===== src/rtl/rx_gate_pkg.sv =====
`timescale 1ns/1ps
package rx_gate_pkg;
  typedef struct packed {
    logic promisc;
    logic mcast;
    logic own_blk;
    logic loop;
    logic fdx;
  } gate_cfg_t;

  typedef struct packed {
    logic       valid;
    logic       sof;
    logic       eof;
    logic [7:0] data;
  } beat_t;

  localparam gate_cfg_t CFG_RESET = '{promisc: 1'b1, mcast: 1'b0, own_blk: 1'b0,
                                      loop: 1'b0, fdx: 1'b0};
  localparam logic [7:0] BCAST_BYTE = 8'hFF;
endpackage


===== src/rtl/rx_gate_cfg.sv =====
`timescale 1ns/1ps
module rx_gate_cfg
  import rx_gate_pkg::*;
(
  input  logic      clk_i,
  input  logic      rst_ni,
  input  logic      we_i,
  input  gate_cfg_t cfg_i,
  output gate_cfg_t cfg_o
);
  gate_cfg_t cfg_q;

  always_ff @(posedge clk_i or negedge rst_ni) begin
    if (!rst_ni)   cfg_q <= CFG_RESET;
    else if (we_i) cfg_q <= cfg_i;
  end

  assign cfg_o = cfg_q;
endmodule


===== src/rtl/rx_src_mux.sv =====
`timescale 1ns/1ps
module rx_src_mux
  import rx_gate_pkg::*;
(
  input  logic       loop_i,
  input  beat_t      phy_rx_i,
  input  beat_t      tx_i,
  input  logic       tx_en_i,
  output beat_t      sel_o,
  output logic       phy_tx_valid_o,
  output logic [7:0] phy_tx_data_o,
  output logic       phy_tx_en_o
);
  always_comb begin
    sel_o          = loop_i ? tx_i : phy_rx_i;
    phy_tx_valid_o = tx_i.valid & ~loop_i;
    phy_tx_data_o  = loop_i ? 8'h00 : tx_i.data;
    phy_tx_en_o    = tx_en_i & ~loop_i;
  end
endmodule


===== src/rtl/rx_addr_match.sv =====
`timescale 1ns/1ps
module rx_addr_match
  import rx_gate_pkg::*;
#(
  parameter int ADDR_BYTES = 6
) (
  input  logic                    clk_i,
  input  logic                    rst_ni,
  input  gate_cfg_t               cfg_i,
  input  logic [ADDR_BYTES*8-1:0] station_i,
  input  beat_t                   beat_i,
  input  logic                    tx_en_i,
  output logic                    start_o,
  output logic                    active_o,
  output logic                    last_o,
  output logic                    keep_o
);
  localparam int IW = $clog2(ADDR_BYTES + 1);

  logic [7:0] st_bytes [ADDR_BYTES];
  for (genvar g = 0; g < ADDR_BYTES; g++) begin : g_st
    assign st_bytes[g] = station_i[(ADDR_BYTES-1-g)*8 +: 8];
  end

  logic          in_frame_q, uc_q, bc_q, mc_q, own_q;
  logic [IW-1:0] idx_q;

  logic          start, cont, active;
  logic [IW-1:0] idx_cur, idx_sel, idx_n;
  logic          in_addr, len_ok, own_hit;
  logic          uc_n, bc_n, mc_n, own_n;
  logic [7:0]    st_cur;

  always_comb begin
    start   = beat_i.valid & beat_i.sof;
    cont    = beat_i.valid & ~beat_i.sof & in_frame_q;
    active  = start | cont;
    idx_cur = start ? '0 : idx_q;
    in_addr = idx_cur < IW'(ADDR_BYTES);
    idx_sel = in_addr ? idx_cur : '0;
    st_cur  = st_bytes[idx_sel];
    idx_n   = (idx_cur == IW'(ADDR_BYTES)) ? idx_cur : idx_cur + 1'b1;
    len_ok  = idx_cur >= IW'(ADDR_BYTES - 1);
    own_hit = cfg_i.own_blk & ~cfg_i.fdx & tx_en_i;

    uc_n  = (start | uc_q) & (~in_addr | (beat_i.data == st_cur));
    bc_n  = (start | bc_q) & (~in_addr | (beat_i.data == BCAST_BYTE));
    mc_n  = (idx_cur == '0) ? beat_i.data[0] : mc_q;
    own_n = (~start & own_q) | own_hit;

    keep_o = len_ok & ~own_n &
             (cfg_i.promisc | bc_n | (cfg_i.mcast & mc_n) | uc_n);
  end

  always_ff @(posedge clk_i or negedge rst_ni) begin
    if (!rst_ni) begin
      in_frame_q <= 1'b0;
      idx_q      <= '0;
      uc_q       <= 1'b0;
      bc_q       <= 1'b0;
      mc_q       <= 1'b0;
      own_q      <= 1'b0;
    end else if (active) begin
      in_frame_q <= ~beat_i.eof;
      idx_q      <= idx_n;
      uc_q       <= uc_n;
      bc_q       <= bc_n;
      mc_q       <= mc_n;
      own_q      <= own_n;
    end else if (in_frame_q) begin
      own_q      <= own_q | own_hit;  // transmit during gaps inside a frame
    end
  end

  assign start_o  = start;
  assign active_o = active;
  assign last_o   = active & beat_i.eof;
endmodule


===== src/rtl/rx_frame_store.sv =====
`timescale 1ns/1ps
module rx_frame_store #(
  parameter int DEPTH = 64  // power of two
) (
  input  logic       clk_i,
  input  logic       rst_ni,
  input  logic       wr_en_i,
  input  logic       wr_sof_i,
  input  logic       wr_eof_i,
  input  logic [7:0] wr_data_i,
  input  logic       keep_i,
  output logic       ovf_o,
  output logic       out_valid_o,
  output logic [7:0] out_data_o,
  output logic       out_sof_o,
  output logic       out_eof_o
);
  localparam int AW = $clog2(DEPTH);
  localparam int PW = AW + 1;

  logic [9:0]    mem [DEPTH];
  logic [PW-1:0] wr_q, cmt_q, rd_q;
  logic          ovf_q;

  logic [PW-1:0] base, occ;
  logic          full, ovf_n, commit;

  always_comb begin
    base   = wr_sof_i ? cmt_q : wr_q;  // a start beat discards any open frame
    occ    = base - rd_q;
    full   = occ == PW'(DEPTH);
    ovf_n  = (~wr_sof_i & ovf_q) | (wr_en_i & full);
    commit = wr_en_i & wr_eof_i & keep_i & ~ovf_n;
  end

  always_ff @(posedge clk_i) begin
    if (wr_en_i && !ovf_n) mem[base[AW-1:0]] <= {wr_sof_i, wr_eof_i, wr_data_i};
  end

  always_ff @(posedge clk_i or negedge rst_ni) begin
    if (!rst_ni) begin
      wr_q  <= '0;
      cmt_q <= '0;
      ovf_q <= 1'b0;
    end else if (wr_en_i) begin
      ovf_q <= ovf_n;
      if (wr_eof_i) begin
        if (commit) begin
          cmt_q <= base + 1'b1;
          wr_q  <= base + 1'b1;
        end else begin
          wr_q  <= cmt_q;
        end
      end else if (!ovf_n) begin
        wr_q <= base + 1'b1;
      end
    end
  end

  always_ff @(posedge clk_i or negedge rst_ni) begin
    if (!rst_ni) begin
      rd_q        <= '0;
      out_valid_o <= 1'b0;
      out_data_o  <= '0;
      out_sof_o   <= 1'b0;
      out_eof_o   <= 1'b0;
    end else if (rd_q != cmt_q) begin
      out_valid_o <= 1'b1;
      {out_sof_o, out_eof_o, out_data_o} <= mem[rd_q[AW-1:0]];
      rd_q        <= rd_q + 1'b1;
    end else begin
      out_valid_o <= 1'b0;
      out_sof_o   <= 1'b0;
      out_eof_o   <= 1'b0;
    end
  end

  assign ovf_o = ovf_n;
endmodule


===== src/rtl/rx_gate_filter.sv =====
`timescale 1ns/1ps
module rx_gate_filter
  import rx_gate_pkg::*;
#(
  parameter int ADDR_BYTES = 6,
  parameter int DEPTH      = 64
) (
  input  logic        clk_i,
  input  logic        rst_ni,
  input  logic        cfg_we_i,
  input  logic        cfg_promisc_i,
  input  logic        cfg_mcast_i,
  input  logic        cfg_own_blk_i,
  input  logic        cfg_loop_i,
  input  logic        cfg_fdx_i,
  input  logic [47:0] station_addr_i,
  input  logic        rx_valid_i,
  input  logic [7:0]  rx_data_i,
  input  logic        rx_sof_i,
  input  logic        rx_eof_i,
  input  logic        tx_valid_i,
  input  logic [7:0]  tx_data_i,
  input  logic        tx_sof_i,
  input  logic        tx_eof_i,
  input  logic        tx_en_i,
  output logic        phy_tx_valid_o,
  output logic [7:0]  phy_tx_data_o,
  output logic        phy_tx_en_o,
  output logic        out_valid_o,
  output logic [7:0]  out_data_o,
  output logic        out_sof_o,
  output logic        out_eof_o,
  output logic        frame_done_o,
  output logic        frame_accept_o
);
  gate_cfg_t cfg_d, cfg_q;
  beat_t     phy_rx, tx_beat, sel_beat;
  logic      m_start, m_active, m_last, m_keep, s_ovf;
  logic      done_q, acc_q;

  assign cfg_d   = '{promisc: cfg_promisc_i, mcast: cfg_mcast_i, own_blk: cfg_own_blk_i,
                     loop: cfg_loop_i, fdx: cfg_fdx_i};
  assign phy_rx  = '{valid: rx_valid_i, sof: rx_sof_i, eof: rx_eof_i, data: rx_data_i};
  assign tx_beat = '{valid: tx_valid_i, sof: tx_sof_i, eof: tx_eof_i, data: tx_data_i};

  rx_gate_cfg u_cfg (
    .clk_i  (clk_i),
    .rst_ni (rst_ni),
    .we_i   (cfg_we_i),
    .cfg_i  (cfg_d),
    .cfg_o  (cfg_q)
  );

  rx_src_mux u_mux (
    .loop_i         (cfg_q.loop),
    .phy_rx_i       (phy_rx),
    .tx_i           (tx_beat),
    .tx_en_i        (tx_en_i),
    .sel_o          (sel_beat),
    .phy_tx_valid_o (phy_tx_valid_o),
    .phy_tx_data_o  (phy_tx_data_o),
    .phy_tx_en_o    (phy_tx_en_o)
  );

  rx_addr_match #(.ADDR_BYTES(ADDR_BYTES)) u_match (
    .clk_i     (clk_i),
    .rst_ni    (rst_ni),
    .cfg_i     (cfg_q),
    .station_i (station_addr_i[ADDR_BYTES*8-1:0]),
    .beat_i    (sel_beat),
    .tx_en_i   (tx_en_i),
    .start_o   (m_start),
    .active_o  (m_active),
    .last_o    (m_last),
    .keep_o    (m_keep)
  );

  rx_frame_store #(.DEPTH(DEPTH)) u_store (
    .clk_i       (clk_i),
    .rst_ni      (rst_ni),
    .wr_en_i     (m_active),
    .wr_sof_i    (m_start),
    .wr_eof_i    (m_last),
    .wr_data_i   (sel_beat.data),
    .keep_i      (m_keep),
    .ovf_o       (s_ovf),
    .out_valid_o (out_valid_o),
    .out_data_o  (out_data_o),
    .out_sof_o   (out_sof_o),
    .out_eof_o   (out_eof_o)
  );

  always_ff @(posedge clk_i or negedge rst_ni) begin
    if (!rst_ni) begin
      done_q <= 1'b0;
      acc_q  <= 1'b0;
    end else begin
      done_q <= m_last;
      acc_q  <= m_last & m_keep & ~s_ovf;
    end
  end

  assign frame_done_o   = done_q;
  assign frame_accept_o = acc_q;
endmodule


===== config.mk =====
export PLATFORM = sky130hd
export DESIGN_NAME = rx_gate_filter
export DESIGN_NICKNAME = d
export VERILOG_FILES = /design/src/rtl/rx_gate_pkg.sv /design/src/rtl/rx_gate_cfg.sv /design/src/rtl/rx_src_mux.sv /design/src/rtl/rx_addr_match.sv /design/src/rtl/rx_frame_store.sv /design/src/rtl/rx_gate_filter.sv
export SDC_FILE = /design/constraint.sdc
export NUM_CORES = 1
export LEC_CHECK = 0
export ABC_CLOCK_PERIOD_IN_PS = 13100
export BUFFER_PORTS_ARGS = -buffer_cell sky130_fd_sc_hd__buf_2
export CAP_MARGIN = 15
export CORE_ASPECT_RATIO = 0.75
export CORE_MARGIN = 8
export CORE_UTILIZATION = 57
export DETAILED_ROUTE_END_ITERATION = 10
export PLACE_DENSITY_LB_ADDON = 0.2
export SLEW_MARGIN = 20
export SYNTH_ARGS = -nofsm -noshare
export SYNTH_HDL_FRONTEND = slang
export SYNTH_HIERARCHICAL = 1
export SYNTH_SLANG_ARGS = --single-unit
export TNS_END_PERCENT = 30

===== constraint.sdc =====
create_clock -name clk_i -period 13.1 [get_ports clk_i]
set_clock_uncertainty 0.1 [all_clocks]
set_input_delay 1.965 -clock clk_i [delete_from_list [all_inputs] [get_ports clk_i]]
set_output_delay 1.965 -clock clk_i [all_outputs]
set_load 0.01 [all_outputs]

==> flow_summary_export.csv <==
group,metric,value,unit
finish,multiInputGateArea,7360,um^2
hold_path,holdPathEnd,"u_store/ovf_q",
global_routing,track_usage,24.9,%
floorplan,coreArea,48900,um^2
synth,ys_warn_count,6,
synth,ys_seq_area_share,72.2,%
floorplan,ios,102,
hold_path,hp-class,"register to register",
setup_path,crit_type,"primary input to register",
finish,stdcell_count,2312,
setup_path,cp-start-kind,"primary input",
sta,worst_slack,6610,ps
sta,rsz0062_at_grt,"false",
setup_path,critPathRequiredTime,13240,ps
clock_tree,cts_sinks,688,
sta,slew_viol_final,0,
clock_tree,cts_root_buf,"clkbuf_16",
setup_path,worstPathCellList,"buf_2 > mux2_4 > nand2_8 > inv_4 > mux2i_1 > inv_1 > ha_1 > a221oi_2 > o21ai_1 > xor2_1 > or3_1 > nand4_1 > nor2_1",
sta,final_hold_viol_count,0,
detailed_routing,antenna_left,0,
floorplan,die_area,57100,um^2
synth,synth.avg_cell_area,18.9,um^2
finish,num-nets-final,1704,
sta,period_minus_slack,6490,ps
setup_path,rr_endpoint,"u_store/mem[54][0]",
clock_tree,cts_max_path_buffers,3,
clock_tree,cts_hold_buf,0,
clock_tree,postCtsSetupRepairBufs,0,
global_routing,overflow,0,
finish,register_area,20400,um^2
placed_design,dp.cells,2197,
clock_tree,clk_pin_slew,70,ps
setup_path,cp_top_family,"simple AND/OR/NAND/NOR gates",
detailed_routing,drtIter0Drc,2256,
synth,yosysTopAreaCellShare,68.0,%
synth,synthArstFlopShare,6.98,%
finish,fin_util,64.4,%
finish,diodes,0,
setup_path,rrSetupSlack,6950,ps
synth,syn-num-nets,1590,
synth,synth.largest_area_cell,"edfxtp_1",
synth,synth_edf_count,640,
sta,min_period_over_period,49.6,%
setup_path,reg2reg_from,"u_cfg/cfg_o[1]",
placed_design,io_buffers,101,
detailed_routing,vias_per_cell,6.70,
floorplan,die_h,209,um
synth,synth_flop_cell,"edfxtp_1",
sta,worst_slew_pin_slew,1060,ps
setup_path,crit_path_end_kind,"register",
finish,stdcell_area,31500,um^2
setup_path,cpPeakStageDelay,850,ps
global_routing,grt_pass1_vias,15300,
detailed_routing,wire_per_inst,30.8,um
clock_tree,clk_latency,620,ps
floorplan,row_count,70,
clock_tree,numCtsBuffers,61,
synth,ys_types,71,
finish,fill_cells,3296,
detailed_routing,first_pass_iters,8,
placed_design,pre_cts_ws,6060,ps
pwr,p_leak,10.5,nW
synth,ys_seq_elements,688,
synth,netlist_area,28300,um^2
clock_tree,htreeDepth,2,
pwr,p_per_area,210,nW/um^2
finish,mostFrequentLayoutCells,"edfxtp_1 (640), mux4_2 (145), buf_2 (101)",
clock_tree,cts_resized,0,
setup_path,worstPathArrival,6630,ps
floorplan,die_w,273,um
hold_path,min_from,"u_store/ovf_q",
placed_design,dp_hpwl,43600,um
finish,drive_above_1_share,25.1,%
run,maxCapViolations,0,
detailed_routing,vias,15500,
global_routing,antenna_found_initial,2,
synth,yosys-top-cells-area,"edfxtp_1 (68%), mux4_2 (12%), dfrtp_1 (4.2%), mux2i_1 (2.9%), nor2_1 (1.1%)",
sta,fmax,154,MHz
outcome,outcome,"finished, final reports clean",
floorplan,start_util,57.8,%
synth,netlist_instances,1498,
sta,setup_viol,0,
placed_design,placed_area,29400,um^2
detailed_routing,drcViolationCount,0,
sta,fin_setup_tns,0,ps
placed_design,gp_congestion,0.928,
setup_path,reg2reg_depth,12,
setup_path,crit_buf_inv,3,
finish,final_common_cell,"edfxtp_1",
setup_path,cp_max_fo,46,
pwr,vdd_drop_max,0.000132,V
detailed_routing,postRouteWirelength,71300,um
global_routing,grt_max_degree,69,
setup_path,slowest_stage,"nor2_1",
global_routing,grt_pass1_wl,104000,um
clock_tree,cts_tree,"yes",
hold_path,whs_path_depth,2,
sta,slew_headroom,28.9,%
finish,synthToLayoutAreaGrowth,11.3,%
-- worst register-to-register path, cell delays in order (launching register included) --
cell and delay [ps]:
dfrtp_1 930, mux2_4 410, nand2_8 100, inv_4 420
mux2i_1 430, inv_1 180, ha_1 370, a221oi_2 370
o21ai_1 140, xor2_1 240, or3_1 600, nand4_1 630
nor2_1 860
-- area by class of cell --
| type | count | area share [%] |
|---|---|---|
| Sequential cell | 688 | 64.9 |
| Multi-Input combinational cell | 712 | 23.4 |
| Clock buffer | 85 | 5.52 |
| Tap cell | 648 | 2.58 |
| Timing Repair Buffer | 125 | 2.18 |
| Clock inverter | 30 | 1.11 |
| Inverter | 24 | 0.294 |
-- cells in the mapped netlist (all sizes together), types with 6 or more instances --
library cell / number
o221ai: 29
o21ai: 26
dfrtp: 47
nor2b: 18
nand2: 47
mux2i: 81
nor2: 84
nand4: 12
clkbuf: 31
xnor2: 19
nor3: 22
inv: 21
edfxtp: 640
mux4: 145
mux2: 32
a221oi: 22
nand2b: 9
xor2: 12
ha: 13
nand3: 16
and2: 8
o22ai: 29
a21o: 6
a21oi: 23
buf: 43
-- registers in the layout, summed over array words and instances, names as in the netlist --
register,count
u_store/mem,640
u_store/out_data_o,8
u_store/cmt_q,7
u_store/rd_q,7
u_store/wr_q,7
u_cfg/cfg_o,5
u_match/idx_q,3
frame_accept_o,1
frame_done_o,1
u_match/bc_q,1
u_match/in_frame_q,1
u_match/mc_q,1
u_match/own_q,1
u_match/uc_q,1
u_store/out_eof_o,1
u_store/out_sof_o,1
u_store/out_valid_o,1
u_store/ovf_q,1
-- per-stage QoR --
step	hold slack, ps	total power [mW]
6_report	382	6.60
5_1_grt	406	6.84
4_1_cts	385	6.59
3_5_place_dp	367	4.76
3_3_place_gp	361	4.74
2_1_floorplan	346	4.15
-- report_power, final --
part           leakage (nW)  switching, mW  internal (mW)
Combinational          3.15           1.18          0.855
Sequential             6.36          0.162           2.55
Clock                  1.03          0.779           1.07
-- routing by layer --
layer | GRT usage [%] | share of wire (%)
met1 | 38.4 | 41
met2 | 34.5 | 42
met3 | 7.77 | 14
met4 | 6.02 | 2.2
met5 | 0 | 0.0098
-- logic make-up (layout without fill, tap and decap cells) --
kind of cell | count (synthesis) | in the layout | share of synthesized area, %
AND/OR/NAND/NOR | 236 | 236 | 4.04
flip-flops | 688 | 688 | 72.2
buffers and inverters | 98 | 264 | 1.73
XOR/XNOR | 31 | 31 | 0.960
AO/OA/AOI/OAI | 174 | 174 | 4.61
multiplexers | 258 | 258 | 15.9
adder cells (fa/ha/maj) | 13 | 13 | 0.575
-- how the worst max path moves through the flow --
stage / depth (start not counted) / startpoint / slack [ps] / endpoint
floorplan: 17 / rx_valid_i / 6820 / u_store/mem[33][0]
global route: 14 / tx_valid_i / 6340 / u_store/mem[53][6]
global placement: 13 / tx_valid_i / 6140 / u_store/mem[55][4]
finish: 13 / tx_valid_i / 6610 / u_store/mem[54][0]
detailed placement: 14 / tx_valid_i / 6060 / u_store/mem[48][2]
CTS: 14 / tx_valid_i / 6750 / u_store/mem[61][0]
Note: power is estimated with default switching activity, not from simulation.
